File: src/rtl/exc_entry_pkg.sv
package exc_entry_pkg;

    localparam int NUM_KINDS = 8;
    localparam int KIND_W    = 3;

    typedef enum logic [KIND_W-1:0] {
        EK_RESET = 3'd0,
        EK_UNDEF = 3'd1,
        EK_SWI   = 3'd2,
        EK_PABT  = 3'd3,
        EK_DABT  = 3'd4,
        EK_ADDR  = 3'd5,
        EK_IRQ   = 3'd6,
        EK_FIQ   = 3'd7
    } exc_kind_e;

    typedef enum logic [1:0] {
        MD_USER  = 2'd0,
        MD_FAST  = 2'd1,
        MD_INTR  = 2'd2,
        MD_SUPER = 2'd3
    } cpu_mode_e;

    // Highest priority first.
    localparam exc_kind_e PRIO_ORDER [NUM_KINDS] = '{
        EK_RESET, EK_DABT, EK_FIQ, EK_IRQ, EK_PABT, EK_UNDEF, EK_SWI, EK_ADDR
    };

    function automatic cpu_mode_e mode_for(exc_kind_e k);
        unique case (k)
            EK_IRQ:  return MD_INTR;
            EK_FIQ:  return MD_FAST;
            default: return MD_SUPER;
        endcase
    endfunction

    // Causes whose link value points one word past the stored PC.
    function automatic logic skips_word(exc_kind_e k);
        return (k >= EK_PABT);
    endfunction

    function automatic logic masks_fiq(exc_kind_e k);
        return (k == EK_RESET) || (k == EK_FIQ);
    endfunction

endpackage

File: src/rtl/exc_addr_chk.sv
module exc_addr_chk #(
    parameter int WORD_W = 32,
    parameter int ADDR_W = 26,
    localparam int HI_W  = WORD_W - ADDR_W
) (
    input  logic            first_i,
    input  logic [HI_W-1:0] high_bits_i,
    output logic            fault_o
);
    // Any set bit above the 26-bit address space on a first transfer is a fault.
    assign fault_o = first_i && (high_bits_i != '0);
endmodule

File: src/rtl/exc_arbiter.sv
module exc_arbiter
    import exc_entry_pkg::*;
(
    input  logic [NUM_KINDS-1:0] req_i,
    input  logic                 irq_off_i,
    input  logic                 fiq_off_i,
    output logic                 valid_o,
    output exc_kind_e            kind_o
);
    logic [NUM_KINDS-1:0] allowed;

    always_comb begin
        allowed          = req_i;
        allowed[EK_IRQ]  = req_i[EK_IRQ] && !irq_off_i;
        allowed[EK_FIQ]  = req_i[EK_FIQ] && !fiq_off_i;
    end

    // Walk from lowest to highest priority so the highest allowed request wins.
    always_comb begin
        valid_o = 1'b0;
        kind_o  = EK_RESET;
        for (int i = NUM_KINDS - 1; i >= 0; i--) begin
            if (allowed[PRIO_ORDER[i]]) begin
                valid_o = 1'b1;
                kind_o  = PRIO_ORDER[i];
            end
        end
    end
endmodule

File: src/rtl/exc_link_calc.sv
module exc_link_calc
    import exc_entry_pkg::*;
#(
    parameter int WORD_W = 32,
    parameter int ADDR_W = 26,
    localparam int FIELD_W = ADDR_W - 2
) (
    input  logic [WORD_W-1:0] psr_i,
    input  exc_kind_e         kind_i,
    output logic [WORD_W-1:0] link_o
);
    logic [FIELD_W-1:0] word_addr;

    always_comb begin
        word_addr = psr_i[ADDR_W-1:2] + FIELD_W'(skips_word(kind_i));
        link_o    = psr_i;
        link_o[ADDR_W-1:2] = word_addr;
    end
endmodule

File: src/rtl/exc_entry_ctrl.sv
module exc_entry_ctrl
    import exc_entry_pkg::*;
#(
    parameter int WORD_W = 32,
    parameter int ADDR_W = 26
) (
    input  logic              clk,
    input  logic              rst_n,
    input  logic              req_reset_i,
    input  logic              req_undef_i,
    input  logic              req_swi_i,
    input  logic              req_pabort_i,
    input  logic              req_dabort_i,
    input  logic              req_irq_i,
    input  logic              req_fiq_i,
    input  logic              xfer_first_i,
    input  logic [WORD_W-1:0] xfer_addr_i,
    input  logic [WORD_W-1:0] psr_i,
    output logic              entry_o,
    output logic [WORD_W-1:0] link_o,
    output logic              r14_we_o,
    output logic [1:0]        mode_o,
    output logic              irq_off_o,
    output logic              fiq_off_o,
    output logic [WORD_W-1:0] pc_o
);
    localparam int BIT_FIQ_OFF = ADDR_W;
    localparam int BIT_IRQ_OFF = ADDR_W + 1;

    typedef enum logic {
        ST_IDLE,
        ST_ENTER
    } entry_state_e;

    entry_state_e         st_q, st_d;
    exc_kind_e            kind_q;
    logic [WORD_W-1:0]    link_q;
    logic                 fiq_q;

    logic                 addr_fault;
    logic [NUM_KINDS-1:0] req_vec;
    logic                 grant_valid;
    exc_kind_e            grant_kind;
    logic [WORD_W-1:0]    link_next;

    exc_addr_chk #(
        .WORD_W (WORD_W),
        .ADDR_W (ADDR_W)
    ) u_addr_chk (
        .first_i     (xfer_first_i),
        .high_bits_i (xfer_addr_i[WORD_W-1:ADDR_W]),
        .fault_o     (addr_fault)
    );

    always_comb begin
        req_vec           = '0;
        req_vec[EK_RESET] = req_reset_i;
        req_vec[EK_UNDEF] = req_undef_i;
        req_vec[EK_SWI]   = req_swi_i;
        req_vec[EK_PABT]  = req_pabort_i;
        req_vec[EK_DABT]  = req_dabort_i;
        req_vec[EK_ADDR]  = addr_fault;
        req_vec[EK_IRQ]   = req_irq_i;
        req_vec[EK_FIQ]   = req_fiq_i;
    end

    exc_arbiter u_arbiter (
        .req_i     (req_vec),
        .irq_off_i (psr_i[BIT_IRQ_OFF]),
        .fiq_off_i (psr_i[BIT_FIQ_OFF]),
        .valid_o   (grant_valid),
        .kind_o    (grant_kind)
    );

    exc_link_calc #(
        .WORD_W (WORD_W),
        .ADDR_W (ADDR_W)
    ) u_link_calc (
        .psr_i  (psr_i),
        .kind_i (grant_kind),
        .link_o (link_next)
    );

    // Next-state logic.
    always_comb begin
        st_d = st_q;
        unique case (st_q)
            ST_IDLE:  if (grant_valid) st_d = ST_ENTER;
            ST_ENTER: st_d = ST_IDLE;
        endcase
    end

    // State register and entry payload.
    always_ff @(posedge clk or negedge rst_n) begin
        if (!rst_n) begin
            st_q   <= ST_IDLE;
            kind_q <= EK_RESET;
            link_q <= '0;
            fiq_q  <= 1'b0;
        end else begin
            st_q <= st_d;
            if (st_q == ST_IDLE && grant_valid) begin
                kind_q <= grant_kind;
                link_q <= link_next;
                fiq_q  <= psr_i[BIT_FIQ_OFF] || masks_fiq(grant_kind);
            end
        end
    end

    // Outputs.
    always_comb begin
        entry_o   = 1'b0;
        r14_we_o  = 1'b0;
        link_o    = '0;
        mode_o    = MD_USER;
        irq_off_o = 1'b0;
        fiq_off_o = 1'b0;
        pc_o      = '0;
        unique case (st_q)
            ST_IDLE: ;
            ST_ENTER: begin
                entry_o   = 1'b1;
                r14_we_o  = 1'b1;
                link_o    = link_q;
                mode_o    = mode_for(kind_q);
                irq_off_o = 1'b1;
                fiq_off_o = fiq_q;
                pc_o      = WORD_W'({kind_q, 2'b00});
            end
        endcase
    end

    AST_ONE_CYCLE_PULSE: assert property (@(posedge clk) disable iff (!rst_n)
        entry_o |=> !entry_o);

    AST_NO_SPONTANEOUS_ENTRY: assert property (@(posedge clk) disable iff (!rst_n)
        (!entry_o && req_vec == '0) |=> !entry_o);

    AST_IRQ_OFF_ON_ENTRY: assert property (@(posedge clk) disable iff (!rst_n)
        entry_o |-> irq_off_o);

    AST_MASKED_IRQ_LOSES: assert property (@(posedge clk) disable iff (!rst_n)
        (grant_valid && grant_kind == EK_IRQ) |-> !psr_i[BIT_IRQ_OFF]);

    AST_MASKED_FIQ_LOSES: assert property (@(posedge clk) disable iff (!rst_n)
        (grant_valid && grant_kind == EK_FIQ) |-> !psr_i[BIT_FIQ_OFF]);

    AST_FIQ_VECTOR_MODE: assert property (@(posedge clk) disable iff (!rst_n)
        (entry_o && pc_o == WORD_W'(32'h1C)) |-> (mode_o == MD_FAST && fiq_off_o));

    AST_VECTOR_RANGE: assert property (@(posedge clk) disable iff (!rst_n)
        entry_o |-> (pc_o[1:0] == 2'b00 && pc_o < WORD_W'(32)));

endmodule

File: config.mk
export PLATFORM = sky130hd
export DESIGN_NAME = exc_entry_ctrl
export DESIGN_NICKNAME = d
export VERILOG_FILES = /design/src/rtl/exc_entry_pkg.sv /design/src/rtl/exc_addr_chk.sv /design/src/rtl/exc_arbiter.sv /design/src/rtl/exc_link_calc.sv /design/src/rtl/exc_entry_ctrl.sv
export SDC_FILE = /design/constraint.sdc
export NUM_CORES = 1
export LEC_CHECK = 0
export BUFFER_PORTS_ARGS = -buffer_cell sky130_fd_sc_hd__buf_4
export CORE_MARGIN = 3
export CORE_UTILIZATION = 41
export CTS_CLUSTER_DIAMETER = 60
export CTS_CLUSTER_SIZE = 28
export DETAILED_ROUTE_END_ITERATION = 6
export GPL_TIMING_DRIVEN = 0
export PLACE_DENSITY = 0.78
export SLEW_MARGIN = 20
export SYNTH_ARGS = -nofsm -noshare
export SYNTH_HDL_FRONTEND = slang
export SYNTH_HIERARCHICAL = 1
export SYNTH_SLANG_ARGS = --single-unit
File: constraint.sdc
create_clock -name clk -period 1.3 [get_ports clk]
set_input_delay 0.13 -clock clk [delete_from_list [all_inputs] [get_ports clk]]
set_output_delay 0.13 -clock clk [all_outputs]
set_load 0.05 [all_outputs]
==> reports/qor.tcl <==
set qor(outcome) {finished, violations left}
set qor(failed_checks) {setup timing}
set qor(tritoncts.num_buffers) 5
set qor(cts-htree-levels) 2
set qor(ys.warnings.count) 6
set qor(vias) 2154
set qor(dr.pass1.iters) 4
set qor(vdd_drop_max_mv) 0.666
set qor(floorplan.die.width_um) 85.2
set qor(grt_overflow) 0
set qor(total_power_mw) 4.83
set qor(p_leak_nw) 2.18
set qor(achievable-frequency_mhz) 439
set qor(timing.critical_path.required_ns) 1.48
set qor(io_pins) 144
set qor(hp-class) {primary input to flop}
set qor(internal_power_consumption_mw) 2.99
set qor(least_margin_pin_slew_ns) 0.489
set qor(ys_seq_area_share_pct) 36.0
set qor(synthesized_instance_count) 248
set qor(critPathSlowestCell) {sky130_fd_sc_hd__or4_1}
set qor(drt.antenna.violating_nets) 0
set qor(effective_utilization_at_floorplan_pct) 42.9
set qor(layout-drive-gt1-share_pct) 64.4
set qor(area_delta_synth_final_pct) 71.8
set qor(ys_async_sr_fraction_pct) 100
set qor(fp.dieH_um) 85.2
set qor(final_nets) 464
set qor(maximum_capacitance_violations) 0
set qor(timing.max_slew.rel_slack_pct) 67.2
set qor(final.setup.worst_slack_ns) -0.977
set qor(tritoncts_sinks) 37
set qor(tritoncts) {yes}
set qor(timing.critical_path.to_type) {flop}
set qor(gp_congestion) 0.750
set qor(max-clock-path-buffers) 2
set qor(synth.ff_latch_count) 37
set qor(power_density_nw_per_um2) 1090
set qor(p_comb_share_pct) 51.9
set qor(core.rowCount) 28
set qor(power.sequential.fraction_pct) 31.8
set qor(cp_slowest_stage_delay_ns) 0.50
set qor(cts.reportedPaths.clkPinSlew_ns) 0.08
set qor(netSwitchingFraction_pct) 38.0
set qor(dominantRegCellSynth) {sky130_fd_sc_hd__dfrtp_1}
set qor(path_class) {primary input to flop}
set qor(finalSetupViolCount) 77
set qor(period_share_pct) 175
set qor(die_area_um2) 7250
set qor(postSynthAreaPerCell_um2) 10.4
set qor(detailed_route_wire_length_per_cell_um) 14.8
set qor(timing.critical_path.cells) {buf_6 -> or4_1 -> o31a_1 -> nand2b_1 -> a22oi_1 -> o21a_1 -> a21o_1 -> ha_4 -> ha_4 -> nand2_4 -> nor4_4 -> nand3_1 -> xnor2_1 -> mux2_4}
set qor(antenna-diode-count) 0
set qor(worst_clock_skew_ns) 0.00386
set qor(critPathArrivalTime_ns) 2.45
set qor(gr-usage-all-layers_pct) 19.1
set qor(critPathLaunchType) {primary input}
set qor(first_iter_violations) 48
set qor(path_common_cell) {sky130_fd_sc_hd__ha_4}
set qor(grt_pass1_vias) 2229
set qor(netlist-cell-type-count) 36
set qor(grt_max_degree) 38
set qor(number_of_antenna_violations_at_the_first_check_in_global_routing) 0
set qor(dpl.hpwl_um) 4800
set qor(port_buffers) 82
set qor(finalHoldViolations) 0
set qor(core_um2) 5990
set qor(fill_cells) 413
set qor(most-common-layout-cells) {85 x sky130_fd_sc_hd__buf_4, 36 x sky130_fd_sc_hd__dfrtp_1, 35 x sky130_fd_sc_hd__and2_4, 35 x sky130_fd_sc_hd__buf_8, 29 x sky130_fd_sc_hd__conb_1}
set qor(area.sequential_um2) 927
set qor(layout_commonest_cell) {sky130_fd_sc_hd__buf_4}
set qor(finalWirelength_um) 6840
set qor(multiInputGateArea_um2) 1690
set qor(vias_per_cell) 4.65
set qor(p_clk_share_pct) 16.3
set qor(grt_first_pass_wirelength_um) 11000
set qor(clock_insertion_delay_worst_skew_ns) 0.28
set qor(timing.setup.tns_ns) -37.16
set qor(min_period_ns) 2.28
set qor(final_max_slew_viol_count) 0
set qor(critPathMaxFanout) 6
set qor(count_of_flip_flops_with_a_built_in_enable_after_synthesis) 0
set qor(synth.cell_area_um2) 2570
set qor(rsz0062_at_grt) {yes}
set qor(cts.root.buffer_cell) {sky130_fd_sc_hd__clkbuf_8}
set qor(switchingPower_mw) 1.84
set qor(remaining_drc_errors) 0
[sequential cells by signal (all words and copies together), names as in the netlist]
name and cells:
st_q 1, link_q 32, fiq_q 1, kind_q 3
[Yosys cell counts, types with 2 or more instances]
cell type / instances / area share, %
sky130_fd_sc_hd__a21oi_1: 2 / 0.39
sky130_fd_sc_hd__a31oi_1: 3 / 0.73
sky130_fd_sc_hd__and2_1: 30 / 7.3
sky130_fd_sc_hd__and2_2: 5 / 1.5
sky130_fd_sc_hd__and3_1: 8 / 1.9
sky130_fd_sc_hd__and4_1: 4 / 1.4
sky130_fd_sc_hd__buf_4: 40 / 12
sky130_fd_sc_hd__buf_6: 4 / 1.8
sky130_fd_sc_hd__clkbuf_1: 3 / 0.44
sky130_fd_sc_hd__dfrtp_1: 37 / 36
sky130_fd_sc_hd__ha_1: 3 / 1.5
sky130_fd_sc_hd__inv_1: 5 / 0.73
sky130_fd_sc_hd__mux2_1: 20 / 8.8
sky130_fd_sc_hd__mux2_2: 15 / 6.6
sky130_fd_sc_hd__nand2_1: 8 / 1.2
sky130_fd_sc_hd__nand3_1: 12 / 2.3
sky130_fd_sc_hd__nand4_1: 2 / 0.49
sky130_fd_sc_hd__nor2_1: 6 / 0.88
sky130_fd_sc_hd__nor2b_1: 2 / 0.49
sky130_fd_sc_hd__nor3_1: 2 / 0.39
sky130_fd_sc_hd__nor4_4: 2 / 1.7
sky130_fd_sc_hd__xnor2_1: 17 / 5.8
sky130_fd_sc_hd__xor2_1: 5 / 1.7
[power groups by stage]
stage | logic [mW] | clock network [mW] | registers [mW]
floorplan | 1.38 | 0 | 1.50
global placement | 1.83 | 0 | 1.52
detailed placement | 1.86 | 0 | 1.54
CTS | 2.47 | 0.834 | 1.53
global route | 2.62 | 0.880 | 1.57
finish | 2.50 | 0.788 | 1.54
[kinds of logic after synthesis]
family / synth area share (%)
AOI/OAI and AO/OA: 3.02
xor gates and xnor gates: 7.50
adders and majority gates: 1.46
buffers and inverters: 14.6
DFF: 36.0
muxes: 15.3
other: 0.146
and+or+nand+nor: 21.9
[per-stage QoR]
stage | instance area (µm²) | worst slack [ns] | instances | util [%] | hold WS (ns)
after detailed placement | 3560 | -1.42 | 433 | 59.5 | 0.129
after CTS | 4360 | -0.972 | 461 | 72.8 | 0.0608
final | 4420 | -0.977 | 463 | 73.7 | 0.0682
after global routing | 4420 | -1.07 | 463 | 73.7 | 0.0599
after floorplan | 2860 | -1.16 | 276 | - | -0.166
after global placement | 3560 | -1.37 | 433 | 59.5 | 0.129
[worst paths after layout]
kind | start | endpoint | slack [ns] | depth (start not counted)
max in group asynchronous | rst_n | st_q | 0.59 | 2
worst min-delay path | psr_i[1] | link_q[1] | 0.07 | 2
worst min register to register | link_q[23] | link_q[23] | 0.51 | 1
worst max register to register | st_q | link_q[23] | -0.37 | 5
min in group asynchronous | rst_n | kind_q[2] | 0.36 | 2
worst max-delay path | xfer_addr_i[30] | link_q[22] | -0.98 | 14
[area by class of cell]
cell class / count / area share (%)
plain buffers: 46 / 9.86
clock buffers: 5 / 1.56
clock inverters: 3 / 0.397
inverters: 5 / 0.510
multi-input cells: 187 / 38.3
flip-flops and latches: 37 / 21.0
well taps: 75 / 2.13
repair buffers: 105 / 26.2
[timing repair]
item                                   CTS  global route
buffers inserted                        12             7
pin swaps                               20             7
setup endpoints to repair               75            78
gates resized for setup                138            22
endpoints found under the hold margin   37             0
hold buffers                             1             0
gates cloned                             7             0
[layer usage]
layer	part of all wire [%]	up-vias	wire, µm	GRT usage, %
met2	53	76	3610	34.3
met5	0	-	0	0
met1	40	1021	2750	23.7
met4	1.1	0	74	3.31
met3	6.0	9	409	4.08
li1	-	1048	-	-
[critical path, delay by kind of cell]
family,cells,cell delay (ns)
compound gates,4,0.74
xor+xnor,1,0.07
fa+ha+maj,2,0.35
buf+inv,1,0.09
mux,1,0.25
simple gates,5,0.82
No activity file was read; power rests on OpenSTA's default activity.
